--- src/rtl/mdio_pkg.sv ---
package mdio_pkg;
  // Command word bit positions (host-visible contract)
  localparam int GO_POS   = 31;
  localparam int WR_POS   = 30;
  localparam int ACK_POS  = 29;
  localparam int REG_LSB  = 21;
  localparam int PHY_LSB  = 16;
  // Control word bit positions
  localparam int IDLE_POS = 31;
  localparam int EN_POS   = 30;

  typedef struct packed {
    logic        wr;
    logic [4:0]  phy;
    logic [4:0]  rg;
    logic [15:0] data;
  } mdio_cmd_t;

  typedef enum logic {
    SEL_CTRL   = 1'b0,
    SEL_ACCESS = 1'b1
  } host_sel_e;
endpackage

--- src/rtl/mdio_clk_div.sv ---
module mdio_clk_div #(
  parameter int DIV_W = 8
) (
  input  logic             clk,
  input  logic             rst,
  input  logic             run,
  input  logic [DIV_W-1:0] div,
  output logic             mdc,
  output logic             rise_stb,
  output logic             fall_stb
);
  logic [DIV_W-1:0] cnt;
  logic             wrap;

  assign wrap     = run && (cnt >= div);
  assign rise_stb = wrap && !mdc;
  assign fall_stb = wrap && mdc;

  always_ff @(posedge clk) begin
    if (rst) begin
      cnt <= '0;
      mdc <= 1'b0;
    end else if (run) begin
      if (cnt >= div) begin
        cnt <= '0;
        mdc <= ~mdc;
      end else begin
        cnt <= cnt + 1'b1;
      end
    end
  end

  // the clock freezes whenever the frame is not allowed to advance
  a_r4_frozen_when_stopped: assert property (@(posedge clk) disable iff (rst)
    !run |=> $stable(mdc));
endmodule

--- src/rtl/mdio_frame_engine.sv ---
module mdio_frame_engine
  import mdio_pkg::*;
#(
  parameter int PRE_LEN = 32
) (
  input  logic      clk,
  input  logic      rst,
  input  logic      start,
  input  mdio_cmd_t cmd,
  input  logic      rise_stb,
  input  logic      fall_stb,
  input  logic      mdio_i,
  output logic      busy,
  output logic      done,
  output logic      mdio_o,
  output logic      mdio_oe,
  output logic      ack,
  output logic [15:0] rd_data
);
  localparam int FRAME_LEN = PRE_LEN + 32;
  localparam int IDX_W     = $clog2(FRAME_LEN);
  localparam logic [IDX_W-1:0] LAST_IDX = IDX_W'(FRAME_LEN - 1);
  localparam logic [IDX_W-1:0] REL_IDX  = IDX_W'(PRE_LEN + 14);
  localparam logic [IDX_W-1:0] TA2_IDX  = IDX_W'(PRE_LEN + 15);
  localparam logic [IDX_W-1:0] DAT_IDX  = IDX_W'(PRE_LEN + 16);

  logic [FRAME_LEN-1:0] sreg;
  logic [FRAME_LEN-1:0] frame;
  logic [IDX_W-1:0]     idx;
  logic                 wr_q;

  always_comb begin
    frame = {{PRE_LEN{1'b1}}, 2'b01,
             (cmd.wr ? 2'b01 : 2'b10),
             cmd.phy, cmd.rg,
             (cmd.wr ? 2'b10 : 2'b11),
             (cmd.wr ? cmd.data : 16'hFFFF)};
  end

  always_ff @(posedge clk) begin
    if (rst) begin
      sreg    <= '0;
      idx     <= '0;
      wr_q    <= 1'b0;
      busy    <= 1'b0;
      done    <= 1'b0;
      mdio_o  <= 1'b0;
      mdio_oe <= 1'b0;
      ack     <= 1'b0;
      rd_data <= '0;
    end else begin
      done <= 1'b0;
      if (start && !busy) begin
        busy    <= 1'b1;
        wr_q    <= cmd.wr;
        idx     <= '0;
        sreg    <= frame;
        mdio_o  <= frame[FRAME_LEN-1];
        mdio_oe <= 1'b1;
        ack     <= 1'b0;
        rd_data <= '0;
      end else if (busy) begin
        if (rise_stb && !wr_q) begin
          if (idx == TA2_IDX) ack <= ~mdio_i;
          if (idx >= DAT_IDX) rd_data <= {rd_data[14:0], mdio_i};
        end
        if (fall_stb) begin
          if (idx == LAST_IDX) begin
            busy    <= 1'b0;
            done    <= 1'b1;
            mdio_o  <= 1'b0;
            mdio_oe <= 1'b0;
          end else begin
            idx    <= idx + 1'b1;
            mdio_o <= sreg[FRAME_LEN-2];
            sreg   <= sreg << 1;
            if (!wr_q && (idx + 1'b1) == REL_IDX) mdio_oe <= 1'b0;
          end
        end
      end
    end
  end

  // once a frame runs, the data line only moves with a falling MDC
  a_r7_change_on_fall: assert property (@(posedge clk) disable iff (rst)
    $past(busy) && !$stable(mdio_o) |-> $past(fall_stb));
  // a write frame keeps the line driven throughout
  a_r5_write_drives: assert property (@(posedge clk) disable iff (rst)
    busy && wr_q |-> mdio_oe);
  // the line is released from the turnaround of a read onward
  a_r6_read_released: assert property (@(posedge clk) disable iff (rst)
    busy && !wr_q && idx >= TA2_IDX |-> !mdio_oe);
endmodule

--- src/rtl/mdio_mgmt_master.sv ---
module mdio_mgmt_master
  import mdio_pkg::*;
#(
  parameter int DIV_W   = 8,
  parameter int PRE_LEN = 32
) (
  input  logic        clk,
  input  logic        rst,
  input  logic        host_wr,
  input  logic        host_addr,
  input  logic [31:0] host_wdata,
  output logic [31:0] host_rdata,
  output logic        mdc_o,
  output logic        mdio_o,
  output logic        mdio_oe,
  input  logic        mdio_i
);
  logic             en_q;
  logic [DIV_W-1:0] div_q;
  logic             go_q;
  logic             ack_q;
  mdio_cmd_t        cmd_q;

  logic        busy, done, start, run;
  logic        rise_stb, fall_stb, eng_ack;
  logic [15:0] eng_rd;
  logic        wr_access, wr_ctrl;
  logic [31:0] ctrl_word, access_word;
  logic        unused_bits;

  assign unused_bits = &host_wdata[29:26];
  assign wr_access = host_wr && (host_addr == SEL_ACCESS);
  assign wr_ctrl   = host_wr && (host_addr == SEL_CTRL);
  assign start     = go_q && en_q && !busy && !done;
  assign run       = busy && en_q;

  always_ff @(posedge clk) begin
    if (rst) begin
      en_q  <= 1'b0;
      div_q <= '0;
      go_q  <= 1'b0;
      ack_q <= 1'b0;
      cmd_q <= '0;
    end else begin
      if (wr_ctrl) begin
        en_q  <= host_wdata[EN_POS];
        div_q <= host_wdata[DIV_W-1:0];
      end
      if (done) begin
        go_q  <= 1'b0;
        ack_q <= eng_ack;
        if (!cmd_q.wr) cmd_q.data <= eng_rd;
      end else if (wr_access && !go_q) begin
        go_q       <= host_wdata[GO_POS];
        ack_q      <= 1'b0;
        cmd_q.wr   <= host_wdata[WR_POS];
        cmd_q.rg   <= host_wdata[REG_LSB +: 5];
        cmd_q.phy  <= host_wdata[PHY_LSB +: 5];
        cmd_q.data <= host_wdata[15:0];
      end
    end
  end

  always_comb begin
    ctrl_word              = '0;
    ctrl_word[IDLE_POS]    = ~busy;
    ctrl_word[EN_POS]      = en_q;
    ctrl_word[DIV_W-1:0]   = div_q;
    access_word            = '0;
    access_word[GO_POS]    = go_q;
    access_word[WR_POS]    = cmd_q.wr;
    access_word[ACK_POS]   = ack_q;
    access_word[REG_LSB +: 5] = cmd_q.rg;
    access_word[PHY_LSB +: 5] = cmd_q.phy;
    access_word[15:0]      = cmd_q.data;
  end

  always_ff @(posedge clk) begin
    if (rst) host_rdata <= '0;
    else     host_rdata <= (host_addr == SEL_ACCESS) ? access_word : ctrl_word;
  end

  mdio_clk_div #(.DIV_W(DIV_W)) i_clk_div (
    .clk(clk), .rst(rst), .run(run), .div(div_q),
    .mdc(mdc_o), .rise_stb(rise_stb), .fall_stb(fall_stb)
  );

  mdio_frame_engine #(.PRE_LEN(PRE_LEN)) i_engine (
    .clk(clk), .rst(rst), .start(start), .cmd(cmd_q),
    .rise_stb(rise_stb), .fall_stb(fall_stb), .mdio_i(mdio_i),
    .busy(busy), .done(done), .mdio_o(mdio_o), .mdio_oe(mdio_oe),
    .ack(eng_ack), .rd_data(eng_rd)
  );

  // a frame in flight always has its start flag visible
  a_r3_go_during_frame: assert property (@(posedge clk) disable iff (rst)
    busy |-> go_q);
  // a command write during an access leaves the stored command alone
  a_r9_locked_command: assert property (@(posedge clk) disable iff (rst)
    go_q && wr_access && !done |=> $stable(cmd_q));
  // no frame starts while the block is disabled
  a_r10_wait_enable: assert property (@(posedge clk) disable iff (rst)
    go_q && !en_q && !busy |=> !busy);
endmodule

--- config.mk ---
export PLATFORM = sky130hd
export DESIGN_NAME = mdio_mgmt_master
export DESIGN_NICKNAME = d
export VERILOG_FILES = /design/src/rtl/mdio_pkg.sv /design/src/rtl/mdio_clk_div.sv /design/src/rtl/mdio_frame_engine.sv /design/src/rtl/mdio_mgmt_master.sv
export SDC_FILE = /design/constraint.sdc
export NUM_CORES = 1
export LEC_CHECK = 0
export CAP_MARGIN = 15
export CORE_AREA = 3 3 126 128
export DETAILED_ROUTE_END_ITERATION = 8
export DIE_AREA = 0 0 129 131
export MAX_ROUTING_LAYER = met4
export PLACE_DENSITY = 0.63
export SETUP_SLACK_MARGIN = 0.15
export SKIP_CTS_REPAIR_TIMING = 1
export SLEW_MARGIN = 5
export SYNTH_ARGS = -nofsm -noshare
export SYNTH_HDL_FRONTEND = slang
export SYNTH_HIERARCHICAL = 1
export SYNTH_SLANG_ARGS = --single-unit
export TNS_END_PERCENT = 1
--- constraint.sdc ---
create_clock -name clk -period 2.87 [get_ports clk]
set_clock_uncertainty 0.05 [all_clocks]
set_input_delay 0.7175 -clock clk [delete_from_list [all_inputs] [get_ports clk]]
set_output_delay 0.7175 -clock clk [all_outputs]
set_load 0.01 [all_outputs]
# Word-level counts from Yosys, hierarchy flattened
# Cells that the tools add are included.
# classes
addsub	2
n_mul	0
div_mod_pow	0
magnitude_cmp	2
eq_ne	5
n_shift	0
mux	28
bitwise_logic	7
n_reduce_logical	35
# ops
cell	n
$mux 63	4
$mux 16	4
$mux 32	1
$eq 6x6->1 const B	3
$mux 1	17
$reduce_and 3->1	5
$logic_and 1x1->1	13
$add 8x1->8 const B	1
$ge 8x8->1	1
$mux 8	1
$reduce_and 2->1	4
$not 1->1	7
$add 6x1->6 const B	1
$ge 6x6->1 const B	1
$reduce_bool 2->1	3
$reduce_or 2->1	3
$logic_not 1->1	5
$reduce_or 4->1	1
$reduce_bool 3->1	1
$mux 2	1
$ne 2x1->1 const B	1
$ne 2x2->1 const B	1
# word_totals
register_bits	170
latch_bits	0
mem_bits_rw	0
mem_bits_ro	0
input_bits	37
output_inout_bits	35
wordCells	101
n_memories	0

# Longest topological paths before layout
# Gate-level depths: netlist of the first run.
# depth
depth_word	8
mapped_depth	12
mapped_depth_nobuf	10

# By module
# The synthesis of the first run kept the hierarchy.
# by_module_without_submodules
module	instances	cells_each	area_per_inst_um2	seq_area_each_um2
mdio_frame_engine	1	421	3587.2	1821.7
mdio_mgmt_master	1	253	2488.6	1341.3
mdio_clk_div	1	67	581.8	180.2

# Worst setup path before layout of the first run
# Ideal clock, no wire load.
# synth_timing
path_type	register -> register
from	reg div_q[7]
to	reg i_engine.sreg[44]
setup_time_ps	132
t_arrival_ps	2394
required_time_ps	2688
slack_ps	294
stages_incl_launch_ff	13
n_path_buf	2
synth_period_minus_slack_ps	2576
path_cell_list	dfxtp_1 inv_1 ha_1 and3_4 a221o_1 a22oi_1 and2b_1 and2_1 o21a_1 buf_4 buf_4 nor3_1 nor3_1
# synth_via
elab_chain_len	5
# synth_rtl
item	line	text
start: declaration	mdio_mgmt_master.sv:19	logic [DIV_W-1:0] div_q;
start signal: assignment	mdio_mgmt_master.sv:47	div_q <= host_wdata[DIV_W-1:0];
$ge 8x8->1	mdio_clk_div.sv:15	assign wrap = run && (cnt >= div);
$logic_and 1x1->1	mdio_clk_div.sv:15	
$logic_and 1x1->1	mdio_clk_div.sv:17	assign fall_stb = wrap && mdc;
named net fall_stb	mdio_mgmt_master.sv:25	logic rise_stb, fall_stb, eng_ack;
$reduce_bool 2->1 (no source line)	-	
$reduce_and 3->1 (no source line)	-	
end signal: assignment	mdio_frame_engine.sv:57	sreg <= frame;
end signal: assignment	mdio_frame_engine.sv:76	sreg <= sreg << 1;
end: declaration	mdio_frame_engine.sv:27	logic [FRAME_LEN-1:0] sreg;
# The timed path passes the listed nets, and every way through them passes these cells.
# A chain may end at the register's enable or synchronous reset.

# Worst setup path after layout of the first run
# layout_timing
from	reg i_clk_div.cnt[7]
to	reg i_engine.sreg[9]
# layout_via
elab_chain_len	5
# layout_rtl
item	line	text
start: declaration	mdio_clk_div.sv:12	logic [DIV_W-1:0] cnt;
start signal: assignment	mdio_clk_div.sv:28	cnt <= cnt + 1'b1;
$ge 8x8->1	mdio_clk_div.sv:15	
$logic_and 1x1->1	mdio_clk_div.sv:15	
$logic_and 1x1->1	mdio_clk_div.sv:17	
named net fall_stb	mdio_mgmt_master.sv:25	
$reduce_bool 2->1 (no source line)	-	
$reduce_and 3->1 (no source line)	-	
# The timed path passes the listed nets, and every way through them passes these cells.

==> flow_summary.ini, run 1 <==
[final_layout]
drive_above_1_share = 0.129
nets = 846
area_growth_pct = 24.8
seqCellArea_um2 = 3350
nFillCells = 1303
multiInputGateArea_um2 = 3080
post-route-cell-area_um2 = 8310
final_cells = 999
antenna_cells = 0

[synth]
synth_area_leaders = dfxtp_1 50%, nor3_1 6.8%, mux2i_1 6.5%
synth_top_area_cell = dfxtp_1
ys_seq_area_frac = 0.502
async_flop_share = 0
synth_top_area_frac = 0.502
synth.distinct_cells = 53
synthCells = 741
synth_enable_flop_cells = 0
synth_ff_type = dfxtp_1
yosysWarnings = 6
synth.avg_cell_area_um2 = 8.98
syn_area_um2 = 6660
synth_seq_cells = 167

[pwr]
p_per_area_nw_per_um2 = 607
switching_share = 0.215
p_int_w = 0.00396
ir_worst_vdd_uv = 554
p_seq_frac = 0.476
power_frac_clock = 0.472
switchingPower_w = 0.00108
total_leakage_power_nw = 3.19
power.total_w = 0.00504
pwr-share-comb = 0.051

[detailed_routing]
avgRoutedWirePerCell_um = 14.5
ant_nets = 0
routed_wl_um = 14500
first_pass_iters = 4
dr.first_iter.drc_count = 353
drt_drc_violations_left = 0
via_count = 5234
via_per_inst = 5.24

[global_route]
antenna_found_initial = 0
grt_pass1_vias = 4886
grt_pass1_wl_um = 23400
grt_overflow = 0
grt_max_degree = 45
grt_use_total = 0.179

[min_path]
hold_class = flop to flop
worstHoldStart = i_engine/sreg[30]

[setup_path]
cp_slowest_cell = dfxtp_1
crit_start = i_clk_div/cnt[7]
path_class = flop to flop
worstPathRequired_ps = 3150
cp-end-kind = flop
critPathMaxFanout = 7
path_cells = ha_4, and3_4, a221o_1, a22oi_2, and2b_1, and2_4, o21ai_4, clkbuf_16, nand2_1, a311oi_1
critPathTopFamily = compound AO/OA/AOI/OAI gates
critical_path_buf_inv_count = 1
start_kind = flop
crit_arrival_ps = 2960
cpPeakStageDelay_ps = 390
worstReg2RegStart = i_clk_div/cnt[7]

[die]
die_h_um = 131
die_x_um = 129
initial_core_util = 0.445
rows = 45
core_um2 = 15000
die_area_um2 = 16900
ioPinCount = 72

[clock_tree]
cts_max_level = 4
cts_made_buffers = 17
cts_buffer_depth = 2
clock_latency_ps = 430
clock-sinks = 167
cts_root_buffer = clkbuf_16
path_clk_slew_ps = 70
cts_tree = built

[sta]
worstMarginPinSlew_ps = 880
hold_violations = 0
fin_ws_ps = 192
slew_headroom = 0.414
timing.fmax_mhz = 373
hold_ws_ps = 409
rsz0062_at_grt = false
finalSetupViolCount = 0
fin_crit_sh = 0.933
drv_slew = 0
period_needed_ps = 2680

[placement]
placed_cells = 960
placed_cell_area_um2 = 7460
dp_hpwl_um = 9490
numPortBuffers = 64
dpl_worst_slack_ps = 7.03
gp_congestion = 0.821

[outcome]
status = completed

[flow_run]
cap_viol_max_count = 0
==> sequential cells by signal, indices dropped and copies added (netlist names), 6 cells and up <==
signal,cells
access_word,27
div_q,8
host_rdata,29
i_clk_div/cnt,8
i_engine/idx,6
i_engine/rd_data,16
i_engine/sreg,63
==> metrics by stage <==
stage	util	setup TNS [ps]
2_1_floorplan	-	0
3_3_place_gp	0.498	0
3_5_place_dp	0.498	0
4_1_cts	0.540	-278
5_1_grt	0.555	0
6_report	0.555	0
==> layer usage <==
| metal | up-vias | GRT usage | share of wire |
|---|---|---|---|
| met2 | 103 | 0.262 | 0.46 |
| met5 | - | - | 0 |
| met1 | 2446 | 0.238 | 0.49 |
| met3 | 15 | 0.0382 | 0.042 |
| li1 | 2670 | - | - |
| met4 | 0 | 0.0766 | 0.015 |
==> worst min-delay path, stage by stage (launching register included) <==
cell and delay (ps):
dfxtp_1 310, nand2_1 50, a21oi_1 50
==> kinds of logic (layout without fill, tap and decap cells) <==
logic type,after synthesis,in the layout,share of synthesized area
other,1,3,0.000563
buffers and inverters,69,137,0.0534
AND/OR/NAND/NOR,339,339,0.236
multiplexers,44,44,0.0663
XOR/XNOR,8,8,0.0105
adder cells (fa/ha/maj),11,11,0.0207
AO/OA/AOI/OAI,102,102,0.111
flip-flops,167,167,0.502
==> synthesized netlist by cell type (all sizes together) (2+ instances only) <==
master and number:
a211oi 18, dfxtp 167, a311oi 18, nor2b 7
a21oi 41, and2 21, o21ai 5, nand3 14
a22oi 10, nand2 87, ha 11, nor3 90
xor2 3, buf 37, inv 10, a221o 2
nand4 4, mux2i 43, clkbuf 22, or3 2
nand2b 3, and3b 2, nor2 99, nor3b 2
xnor2 5
==> path summary, 6_finish.rpt <==
| path | cells past startpoint | slack, ps | to |
|---|---|---|---|
| worst max-delay path | 10 | 190 | i_engine/sreg[9] |
| worst min-delay path | 2 | 410 | i_engine/sreg[31] |
| worst max register to register | 10 | 190 | i_engine/sreg[9] |
| worst min register to register | 2 | 410 | i_engine/sreg[31] |
==> power by group through the flow <==
stage / clock (W) / combinational [W] / sequential [W]
after detailed placement: 0 / 0.000252 / 0.00245
after global routing: 0.00253 / 0.000283 / 0.00241
after CTS: 0.00244 / 0.000255 / 0.00240
after floorplan: 0 / 0.000148 / 0.00245
after global placement: 0 / 0.000247 / 0.00245
final: 0.00238 / 0.000258 / 0.00240
==> cell usage in the layout (no fill, tap or decap), drive strengths merged, types with 3 or more instances in the layout <==
cell / count
mux2i: 43
nor2b: 7
nand4: 4
conb: 3
a211oi: 18
nand3: 14
bufinv: 3
a21oi: 41
a311oi: 18
nor2: 99
a22oi: 10
and2: 21
nand2b: 3
nand2: 87
o21ai: 5
clkbuf: 24
clkinv: 3
nor3: 90
ha: 11
xor2: 3
dfxtp: 167
buf: 30
inv: 12
clkdlybuf4s50: 63
xnor2: 5
==> final cells by class <==
| type | instances | area share |
|---|---|---|
| Sequential cell | 167 | 0.403 |
| Timing Repair Buffer | 95 | 0.118 |
| Multi-Input combinational cell | 507 | 0.371 |
| Clock inverter | 10 | 0.0170 |
| Tap cell | 188 | 0.0283 |
| Clock buffer | 22 | 0.0583 |
| Inverter | 10 | 0.00452 |
(Power assumes the default switching activity.)
==> run 2, diff against run 1 <==
CORE_AREA = 4 4 127 129   (was 3 3 126 128)
DIE_AREA = 0 0 131 133   (was 0 0 129 131)
==> run 2 against run 1 <==
- final cell count decreased by 0.90%
- non-clock buffer count decreased by 8
- largest cell class unchanged
- power decreased by 4.3%
- worst setup slack improved by 41 ps
- highest routed layer unchanged
- largest power group unchanged
- core utilization decreased by 1.1 points
- global-route usage decreased by 0.55 points
- via count decreased by 0.13%
- first-iteration DRC count increased by 0.57%
- sequential cell count unchanged
- sequential share of layout area increased by 0.67 points
- maximum frequency increased by 1.5%
- sequential power about the same
==> flow_summary.ini, run 2 (same netlist as run 1, synthesis figures left out) <==
[outcome]
status = completed

[die]
die_area_um2 = 17400
die_h_um = 133
core_um2 = 15000
ioPinCount = 72
die_x_um = 131
rows = 45
initial_core_util = 0.443

[final_layout]
final_cell_mix = 162 x dfxtp_1, 99 x nor2_1, 85 x nand2_1
nets = 838
antenna_cells = 0
area_growth_pct = 22.7
largest_reg_flops = 63
final_cells = 990
post-route-cell-area_um2 = 8170
fin_util = 0.543
drive_above_1_share = 0.120
regMostFlops = i_engine/sreg
layout_commonest_cell = dfxtp_1

[detailed_routing]
via_count = 5227
drt_drc_violations_left = 0
routed_wl_um = 14300
ant_nets = 0
avgRoutedWirePerCell_um = 14.5
dr.first_iter.drc_count = 355
first_pass_iters = 7
via_per_inst = 5.28

[global_route]
grt_max_degree = 103
grt_pass1_vias = 5050
grt_util_met1 = 0.235
gr-usage-met3 = 0.0384
top_usage_layer = met2
met2_usage = 0.251
grt_pass1_wl_um = 24000
grt_overflow = 0
antenna_found_initial = 0
grt_use_total = 0.173

[clock_tree]
clock_latency_ps = 420
path_clk_slew_ps = 70
cts_made_buffers = 17
cts_buffer_depth = 2
cts_root_buffer = clkbuf_16
cts_max_level = 4
cts_tree = built
clock-sinks = 167

[placement]
placed_cell_area_um2 = 7450
dp_hpwl_um = 9420
gp_congestion = 0.834
placed_cells = 957
numPortBuffers = 64

[sta]
period_needed_ps = 2640
rsz0062_at_grt = true
timing.fmax_mhz = 379
slew_headroom = 0.460
finalSetupViolCount = 0
hold_violations = 0
setup_tns_ps = 0
drv_slew = 0
fin_crit_sh = 0.919
worstMarginPinSlew_ps = 810

[setup_path]
worstRegToRegCells = 11
critPathCapture = i_engine/sreg[9]
cpPeakStageDelay_ps = 330
crit_arrival_ps = 2920
cp-end-kind = flop
crit_start = div_q[7]
cp_slowest_cell = dfxtp_2
start_kind = flop
worstReg2RegStart = div_q[7]
worstPathRequired_ps = 3150
path_class = flop to flop
regToRegEndpoint = i_engine/sreg[9]
critPathMaxFanout = 7
path_cells = inv_1, ha_4, and3_4, a221o_1, a22oi_2, and2b_1, and2_4, o21ai_4, clkbuf_16, nand2_1, a311oi_1
r2r_setup_slack_ps = 230

[pwr]
p_per_area_nw_per_um2 = 591
ir_worst_vdd_uv = 406
total_leakage_power_nw = 3.12

[min_path]
hold_depth = 2
hold_class = flop to flop

[flow_run]
cap_viol_max_count = 0
run 2: changes by cell type in the layout (fill, tap and decap cells not counted), moves of 3 or more:
| cell | before | now |
|---|---|---|
| buf_4 | 21 | 17 |
| buf_6 | 4 | 0 |
| inv_1 | 7 | 10 |
| inv_2 | 3 | 0 |
| nor3_1 | 89 | 84 |
| nor3_2 | 1 | 6 |
run 2: how the worst min path moves through the flow:
stage / end / from
global placement: i_engine/sreg[31] / i_engine/sreg[30]
finish: i_engine/sreg[31] / i_engine/sreg[31]
floorplan: host_rdata[29] / ack_q
global route: i_engine/sreg[16] / i_engine/sreg[16]
CTS: i_engine/sreg[31] / i_engine/sreg[31]
detailed placement: i_engine/sreg[31] / i_engine/sreg[31]
run 2: worst max-delay path, delay by kind of cell, from the launching register on:
kind	cells	cell delay, ps
compound gates	4	990
simple gates	4	640
flops	1	330
buf+inv	2	290
fa+ha+maj	1	240
run 2: metrics by stage:
step | setup slack [ps] | total power, W | hold WS [ps]
2_1_floorplan | 294 | 0.00260 | 379
3_3_place_gp | 83.9 | 0.00270 | 395
3_5_place_dp | 29.4 | 0.00271 | 400
4_1_cts | 9.74 | 0.00487 | 410
5_1_grt | 104 | 0.00500 | 435
6_report | 233 | 0.00482 | 413
run 2: metal layers:
layer | wire length (um) | vias to the layer above
met5 | 0 | -
met4 | 222 | 0
met3 | 627 | 18
met2 | 6430 | 106
met1 | 7050 | 2465
li1 | - | 2638
run 2: final cells by class:
cell class | count | area (um^2)
Clock buffer | 21 | 470
Timing Repair Buffer | 87 | 898
Fill cell | 1290 | 6870
Multi-Input combinational cell | 507 | 3080
Tap cell | 188 | 235
Sequential cell | 167 | 3350
Clock inverter | 10 | 95.1
Inverter | 10 | 37.5
run 2: report_power, final:
group | total (W) | internal (W) | switching (W)
clock network | 0.00216 | 0.00126 | 0.000903
registers | 0.00240 | 0.00237 | 0.0000325
logic | 0.000258 | 0.000123 | 0.000135
==> run 3, diff against run 2 <==
CELL_PAD_IN_SITES_DETAIL_PLACEMENT = 1   (was default)
CELL_PAD_IN_SITES_GLOBAL_PLACEMENT = 2   (was default)
CORE_AREA = 4 4 143 145   (was 4 4 127 129)
DIE_AREA = 0 0 147 149   (was 0 0 131 133)
PLACE_DENSITY = 0.77   (was 0.63)
==> run 3 against run 2 <==
- routed wire length is 18% higher
- sequential share of layout area is 0.80 points lower
- first-iteration DRC count is 45% lower
- final cell count is 8.7% higher
- highest routed layer unchanged
==> flow_summary.ini, run 3 (same netlist as run 1, synthesis figures left out) <==
[die]
die_area_um2 = 21900
die_h_um = 149
ioPinCount = 72
die_x_um = 147
rows = 51
initial_core_util = 0.347
core_um2 = 19200

[clock_tree]
path_clk_slew_ps = 70
cts_buffer_depth = 2
cts_root_buffer = clkbuf_16
clock_latency_ps = 430
cts_made_buffers = 17
clock-sinks = 167
cts_max_level = 4
cts_tree = built

[final_layout]
nets = 846
final_cell_mix = 162 x dfxtp_1, 99 x nor2_1, 90 x nor3_1
nFillCells = 2225
largest_reg_flops = 63
regMostFlops = i_engine/sreg
layout_commonest_cell = dfxtp_1
drive_above_1_share = 0.118
antenna_cells = 0
area_growth_pct = 25.1

[detailed_routing]
drt_drc_violations_left = 0
via_count = 5388
routed_wl_um = 16800
ant_nets = 0
avgRoutedWirePerCell_um = 15.7
via_per_inst = 5.01
dr.first_iter.drc_count = 194
first_pass_iters = 4

[setup_path]
worstPathRequired_ps = 3150
regToRegEndpoint = i_engine/sreg[8]
start_kind = flop
worstReg2RegStart = div_q[5]
path_class = flop to flop
cpPeakStageDelay_ps = 350
r2r_setup_slack_ps = 200
cp-end-kind = flop
critPathMaxFanout = 7
path_cells = inv_1, ha_1, and3_4, a221o_1, a22oi_2, buf_4, and2b_1, and2_4, o21ai_4, clkbuf_16, nand2_1, a311oi_1
cp_slowest_cell = a221o_1
crit_arrival_ps = 2950
worstRegToRegCells = 12

[pwr]
p_seq_frac = 0.478
power_frac_clock = 0.469
ir_worst_vdd_uv = 414
total_leakage_power_nw = 3.17
switching_share = 0.231
pwr-share-comb = 0.053
p_per_area_nw_per_um2 = 603
switchingPower_w = 0.00116
p_int_w = 0.00386

[global_route]
grt_pass1_vias = 5588
grt_pass1_wl_um = 27800
grt_use_total = 0.160
grt_max_degree = 58
antenna_found_initial = 0
grt_overflow = 0

[sta]
hold_ws_ps = 413
rsz0062_at_grt = true
slew_headroom = 0.458
period_needed_ps = 2670
finalSetupViolCount = 0
fin_crit_sh = 0.931
setup_tns_ps = 0
hold_violations = 0
worstMarginPinSlew_ps = 813
drv_slew = 0
timing.fmax_mhz = 374

[outcome]
status = completed

[flow_run]
cap_viol_max_count = 0

[placement]
dp_hpwl_um = 11200
numPortBuffers = 64
gp_congestion = 0.770

[min_path]
hold_end = i_engine/sreg[31]
worstHoldStart = i_engine/sreg[30]
hold_depth = 2
hold_class = flop to flop
==> run 3: metrics by stage <==
stage / util / worst slack (ps) / instances / area, um^2 / power [W]
final: 0.434 / 199 / 1076 / 8330 / 0.00502
after global routing: 0.434 / 84.8 / 1076 / 8330 / 0.00522
after CTS: 0.428 / 8.18 / 1072 / 8210 / 0.00508
after detailed placement: 0.396 / 54.6 / 1040 / 7610 / 0.00272
after global placement: 0.396 / 115 / 1040 / 7610 / 0.00271
after floorplan: - / 294 / 743 / 6670 / 0.00260
==> run 3: worst max-delay path by stage <==
stage | startpoint | cells past startpoint | to | slack, ps
after detailed placement | div_q[6] | 12 | i_engine/sreg[34] | 50
final | div_q[5] | 12 | i_engine/sreg[8] | 200
after CTS | div_q[6] | 12 | i_engine/sreg[39] | 8
after global routing | div_q[5] | 12 | i_engine/sreg[6] | 80
after global placement | div_q[7] | 12 | i_engine/sreg[40] | 120
after floorplan | div_q[7] | 12 | i_engine/sreg[44] | 290
==> run 3: worst max-delay path, delay by kind of cell (launching register included) <==
kind | cells | cell delay [ps]
compound gates | 4 | 930
fa+ha+maj | 1 | 270
buf+inv | 3 | 430
simple gates | 4 | 570
flops | 1 | 340
==> run 3: power by group through the flow <==
stage	Sequential, W	Clock [W]	Combinational (W)
2_1_floorplan	0.00245	0	0.000148
3_3_place_gp	0.00245	0	0.000257
3_5_place_dp	0.00245	0	0.000263
4_1_cts	0.00240	0.00242	0.000265
5_1_grt	0.00241	0.00252	0.000292
6_report	0.00240	0.00236	0.000264
==> run 3: area by class of cell <==
cell class | instances | area (um^2) | share of cell area
well taps | 265 | 332 | 0.0398
inverters | 10 | 37.5 | 0.00451
clock inverters | 11 | 138 | 0.0165
repair buffers | 95 | 971 | 0.117
flip-flops and latches | 167 | 3350 | 0.402
clock buffers | 21 | 470 | 0.0565
multi-input cells | 507 | 3030 | 0.364
==> run 3: metal layers <==
metal	vias to the layer above	global-route usage	share of wire
met2	70	0.278	0.52
met4	0	0.0503	0.013
met5	-	-	0
met3	17	0.0313	0.028
li1	2670	-	-
met1	2631	0.188	0.44
